$ cat src/rtl/bus_arb_pkg.sv
package bus_arb_pkg;

  localparam int NUM_DEV = 4;
  localparam int IDX_W   = $clog2(NUM_DEV);

  // Top bit marks ownership; low bits carry the owner index.
  typedef enum logic [IDX_W:0] {
    ST_IDLE = 3'b000,
    ST_OWN0 = 3'b100,
    ST_OWN1 = 3'b101,
    ST_OWN2 = 3'b110,
    ST_OWN3 = 3'b111
  } arbState_t;

  // Strobes from control to the grant datapath.
  typedef struct packed {
    logic             busy;
    logic [IDX_W-1:0] owner;
  } grantCtl_t;

  // Lowest set index wins; scanning downward leaves it as the final value.
  function automatic logic [IDX_W-1:0] lowestIdx(input logic [NUM_DEV-1:0] r);
    logic [IDX_W-1:0] idx;
    idx = '0;
    for (int i = NUM_DEV - 1; i >= 0; i--) begin
      if (r[i]) idx = IDX_W'(i);
    end
    return idx;
  endfunction

endpackage

$ cat src/rtl/bus_arb_ctrl.sv
module bus_arb_ctrl
  import bus_arb_pkg::*;
#(
  parameter bit PREEMPT = 1'b0
) (
  input  logic               clk,
  input  logic               rst,
  input  logic [NUM_DEV-1:0] req,
  output grantCtl_t          ctl
);

  arbState_t        curState, nxtState;
  logic             anyReq;
  logic [IDX_W-1:0] winIdx;
  logic             ownerHolds;

  always_comb begin
    anyReq     = |req;
    winIdx     = lowestIdx(req);
    ownerHolds = 1'b0;
    case (curState)
      ST_OWN0: ownerHolds = req[0];
      ST_OWN1: ownerHolds = req[1];
      ST_OWN2: ownerHolds = req[2];
      ST_OWN3: ownerHolds = req[3];
      default: ownerHolds = 1'b0;
    endcase
  end

  // Policy is fixed at build time; only the selected branch is generated.
  generate
    if (PREEMPT) begin : g_preempt
      always_comb begin
        if (anyReq) nxtState = arbState_t'({1'b1, winIdx});
        else        nxtState = ST_IDLE;
      end
    end else begin : g_hold
      always_comb begin
        if (ownerHolds)  nxtState = curState;
        else if (anyReq) nxtState = arbState_t'({1'b1, winIdx});
        else             nxtState = ST_IDLE;
      end
    end
  endgenerate

  always_ff @(posedge clk) begin
    if (rst) curState <= ST_IDLE;
    else     curState <= nxtState;
  end

  assign ctl.busy  = curState[IDX_W];
  assign ctl.owner = curState[IDX_W-1:0];


  idle_when_quiet_chk: assert property (@(posedge clk) disable iff (rst)
    (req == '0) |=> (curState == ST_IDLE));


  hold_keeps_owner_chk: assert property (@(posedge clk) disable iff (rst)
    (!PREEMPT && curState[IDX_W] && req[curState[IDX_W-1:0]]) |=> $stable(curState));


  preempt_best_wins_chk: assert property (@(posedge clk) disable iff (rst)
    (PREEMPT && (req != '0)) |=>
      (curState[IDX_W] && (curState[IDX_W-1:0] == lowestIdx($past(req)))));


  handoff_no_idle_chk: assert property (@(posedge clk) disable iff (rst)
    (curState[IDX_W] && !req[curState[IDX_W-1:0]] && (req != '0)) |=> curState[IDX_W]);

endmodule

$ cat src/rtl/bus_arb_grant.sv
module bus_arb_grant
  import bus_arb_pkg::*;
(
  input  logic               clk,
  input  logic               rst,
  input  logic [NUM_DEV-1:0] req,
  input  grantCtl_t          ctl,
  output logic [NUM_DEV-1:0] gnt
);

  generate
    for (genvar i = 0; i < NUM_DEV; i++) begin : g_dec
      assign gnt[i] = ctl.busy && (ctl.owner == IDX_W'(i));


      grant_needs_req_chk: assert property (@(posedge clk) disable iff (rst)
        gnt[i] |-> $past(req[i]));
    end
  endgenerate


  single_grant_chk: assert property (@(posedge clk) disable iff (rst)
    $onehot0(gnt));

endmodule

$ cat src/rtl/bus_arbiter.sv
module bus_arbiter
  import bus_arb_pkg::*;
#(
  parameter bit PREEMPT = 1'b0
) (
  input  logic               clk,
  input  logic               rst,
  input  logic [NUM_DEV-1:0] req,
  output logic [NUM_DEV-1:0] gnt
);

  grantCtl_t ctl;

  bus_arb_ctrl #(.PREEMPT(PREEMPT)) ctrl_i (
    .clk (clk),
    .rst (rst),
    .req (req),
    .ctl (ctl)
  );

  bus_arb_grant grant_i (
    .clk (clk),
    .rst (rst),
    .req (req),
    .ctl (ctl),
    .gnt (gnt)
  );

endmodule

$ cat config.mk
export PLATFORM = sky130hd
export DESIGN_NAME = bus_arbiter
export DESIGN_NICKNAME = d
export VERILOG_FILES = /design/src/rtl/bus_arb_pkg.sv /design/src/rtl/bus_arb_ctrl.sv /design/src/rtl/bus_arb_grant.sv /design/src/rtl/bus_arbiter.sv
export SDC_FILE = /design/constraint.sdc
export NUM_CORES = 1
export LEC_CHECK = 0
export BUFFER_PORTS_ARGS = -buffer_cell sky130_fd_sc_hd__buf_4
export CAP_MARGIN = 20
export CORE_AREA = 2 2 39 41
export DETAILED_ROUTE_END_ITERATION = 12
export DIE_AREA = 0 0 41 43
export GPL_TIMING_DRIVEN = 1
export PLACE_DENSITY = 0.39
export SLEW_MARGIN = 20
export SYNTH_ARGS = -nofsm -noshare
export SYNTH_HDL_FRONTEND = slang
export SYNTH_HIERARCHICAL = 1
export SYNTH_SLANG_ARGS = --single-unit
$ cat constraint.sdc
create_clock -name clk -period 1.1 [get_ports clk]
set_clock_uncertainty 0.2 [all_clocks]
set_input_delay 0.11 -clock clk [delete_from_list [all_inputs] [get_ports clk]]
set_output_delay 0.11 -clock clk [all_outputs]
set_load 0.005 [all_outputs]
After elaboration in Yosys (flattened, before gate mapping)
Index checks and enable logic that the tools add are counted.

Mux-type cells: 6. Equal/unequal tests: 7. Reduce and logical (&&, ||, !) cells: 6.

Operators with widths (number): 3-bit == test (second input constant) (4); 2-bit two-way mux (4); 2-bit == test (second input constant) (2); 1-bit logical AND (4); 1-bit case mux with 4 select lines (1); 4-bit OR reduction (1); 3-bit two-way mux (1); 2-bit by 1-bit == test with 1-bit output (second input constant) (1); 2-bit zero test (1).

Output and inout bits: 4. Input bits: 6. Register bits after elaboration: 3.

Depth between registers and ports, before layout
Word-level depth: 5. Depth in mapped cells: 3. Depth with buffers taken out: 3.

Cells and area by module
Netlist, hierarchy kept.

Modules (own cells, without submodules): bus_arb_ctrl (area an instance 165.2 µm², seq. area each 60.1 µm², times used 1, cells an instance 19); bus_arb_grant (area an instance 37.5 µm², seq. area each 0.0 µm², times used 1, cells an instance 4).

Worst setup path before layout
No wires, ideal clock.

Path type: register to register. Start point: register ctrl_i.curState[0], in the netlist ctrl_i/ctl[0]. End point: register ctrl_i.curState[0], in the netlist ctrl_i/ctl[0]. Data arrival time: 0.855 ns. Required time: 0.778 ns. Buffers on the path: 0. Stages on the path, launching flop included: 4. Setup time: 0.122 ns. Setup slack: -0.078 ns. Path through: dfxtp_1 > mux2i_1 > o22ai_1 > mux2i_1.

Longest elaborated chain between the ends: 2.

RTL lines: start: declaration (RTL line bus_arb_ctrl.sv:12) `arbState_t curState, nxtState;`; start signal: assignment (RTL line bus_arb_ctrl.sv:48) `else curState <= nxtState;`; 3-bit == test (RTL line bus_arb_ctrl.sv:21) `case (curState)`; 1-bit case mux with 4 select lines (*) (RTL line bus_arb_ctrl.sv:21).

Every way passes the cells marked *; elsewhere a longest branch is shown, timed or not. A chain may end at the register's enable or synchronous reset.

Worst setup path in the final report
Start point: register ctrl_i.curState[0], in the netlist ctrl_i/ctl[0]. End point: output gnt[2].

Longest elaborated chain between the ends: 2.

RTL lines: 2-bit == test (RTL line bus_arb_grant.sv:13) `assign gnt[i] = ctl.busy && (ctl.owner == IDX_W'(i));`; 1-bit logical AND (RTL line bus_arb_grant.sv:13); end: declaration (RTL line bus_arbiter.sv:9) `output logic [NUM_DEV-1:0] gnt`.

No other way between the ends.

==> qor.csv <==
metric,value,unit
outcome,finished with violations,
failed_checks,negative setup slack,
relSlewSlack,0.861,
avgSynthCellArea,8.81,sq um
r2r_slack,-0.17,ns
startpoint,ctrl_i/ctl[0],
ir_drop,0.319,mV
postRouteAntennaNets,0,
cp_cell_sequence,buf_6 -> and3b_1 -> buf_4,
startpoint_type,flop,
holdCritStartpoint,req[0],
period_needed,1.30,ns
core,1380,sq um
yosysSeqAreaShare,0.296,
cts_tree,done,
end_kind,output port,
wl_per_cell,10.6,microns
num_rows,14,
fp.dieW,41,microns
period_share,1.18,
synthTopCellsByArea,"dfxtp_1 (30%), mux2i_1 (15%), and3b_1 (8.6%)",
synth-seq-cells,3,
clockBufferDepth,2,
critPathArrivalTime,0.99,ns
grt_max_degree,5,
synth_top_area_cell,dfxtp_1,
drv_cap,0,
diodes,0,
synth.most_common_cell,nor2_1,
reg2reg_depth,4,
fin_cells,60,
drt-vias-per-instance,4.17,
setup_violations,6,
die_h,43,microns
critPathKind,flop to output port,
pin_count,10,
slowest_stage,dfxtp_4,
overflow,0,
grt_pass1_vias,266,
slew_viol_final,0,
syn_inst,23,
start_util,0.146,
synth_cell_types,15,
r2r-start,ctrl_i/ctl[0],
clkSlewWorstSetupHoldPaths,0.04,ns
placement.io_buffers,9,
tightest_slew,0.205,ns
dieArea,1760,sq um
reg2reg_to,ctrl_i/ctl[0],
drt_iter0_drc,7,
dp_cells,51,
num_vias,250,
place_congestion,0.630,
hold_path.class,input port to flop,
synth-edff-count,0,
path_delay_family,flip-flops,
clkLatencyLatePin,0.23,ns
max_freq,769,MHz
final_core_util,0.309,
crit_end,gnt[2],
grt_first_pass_wirelength,1060,microns
cts_buffers,3,
synth_area,203,sq um
cts_sinks,3,
hold_viol_final,0,
ys_top_cells_by_count,"nor2_1 (4), dfxtp_1 (3), mux2i_1 (3)",
ys_warn_count,6,
critical_path_required,0.79,ns
synth.top_cell.area_share,0.296,
ys_async_sr_fraction,0,
ys.flop_type,dfxtp_1,
layout.nets,51,
crit_cells,3,
rsz0062_at_grt,yes,
largest_register_ffs,3,
cts-root-buf,clkbuf_4,
crit_fanout,4,
critPathMaxStageDelay,0.33,ns
track_usage,0.0965,
fin_ws,-0.200,ns
layout-drive-gt1-share,0.591,
drcViolationCount,0,
drt-pass1-iter-count,4,
antenna_found_initial,0,
path_buf_inv,2,
cts_max_level,1,
finalPower,0.423,mW
area_delta_synth_final,111,%
synth_fp_nets,29,
hpwlAfterDp,436,microns
p_leak,0.190,nW
wirelength,633,microns
p_per_area,988,nW/um^2
## cells by family after synthesis
family / share of synthesized area
DFF: 0.296
muxes: 0.148
AOI/OAI and AO/OA: 0.130
and+or+nand+nor: 0.426
## cell type report
type,count,area [sq um]
fillers,153,956
multi-input cells,20,165
repair buffers,17,150
flip-flops and latches,3,66.3
clock buffers,4,26.3
well taps,16,20.0
## metal layers
layer | part of all wire | track usage
met4 | 0 | 0.0800
met3 | 0.043 | 0.0471
met5 | 0 | 0
met2 | 0.61 | 0.156
met1 | 0.34 | 0.0806
## worst min-delay path by stage
stage	depth (start not counted)	end	slack, ns
6_report	3	ctrl_i/ctl[1]	0.02
5_1_grt	3	ctrl_i/ctl[1]	0.01
4_1_cts	3	ctrl_i/ctl[1]	-0.005
3_5_place_dp	2	ctrl_i/ctl[1]	0.11
3_3_place_gp	2	ctrl_i/ctl[2]	0.11
2_1_floorplan	1	ctrl_i/ctl[2]	-0.02
## worst register-to-register path, cell delays in order (launching register included)
cell and delay, ns:
dfxtp_4 0.34, buf_4 0.14, mux2i_2 0.25, o22ai_2 0.11, mux2i_1 0.12
## placed cells by master, fill, tap and decap left out, types with 2 or more instances in the layout
cell type / n
buf_4: 10
dfxtp_2: 2
clkbuf_4: 3
nor2_1: 4
dlygate4sd3_1: 3
and3b_1: 2
buf_6: 4
## metrics by stage
| step | setup TNS (ns) | hold WS, ns | area, sq um | setup WS, ns |
|---|---|---|---|---|
| after floorplan | -0.0108 | -0.0209 | 206 | -0.0108 |
| after global placement | -0.0761 | 0.112 | 317 | -0.0438 |
| after detailed placement | -0.0929 | 0.109 | 317 | -0.0559 |
| after CTS | -1.11 | -0.00536 | 415 | -0.221 |
| after global routing | -1.31 | 0.0106 | 428 | -0.243 |
| final | -1.01 | 0.0199 | 428 | -0.200 |
## power breakdown
group	switching [mW]	internal [mW]	total, mW
clock network	0.0536	0.136	0.189
logic	0.0436	0.0693	0.113
registers	0.00476	0.116	0.121
total	0.102	0.321	0.423
## timing repair
action | CTS | global route
setup endpoints to repair | 6 | 6
resized for setup | 8 | 2
hold buffers | 3 | 0
setup buffers | 2 | 0
endpoints found under the hold margin | 3 | 0
pin swaps | 1 | 2
Power figures use the tool's default switching activity.
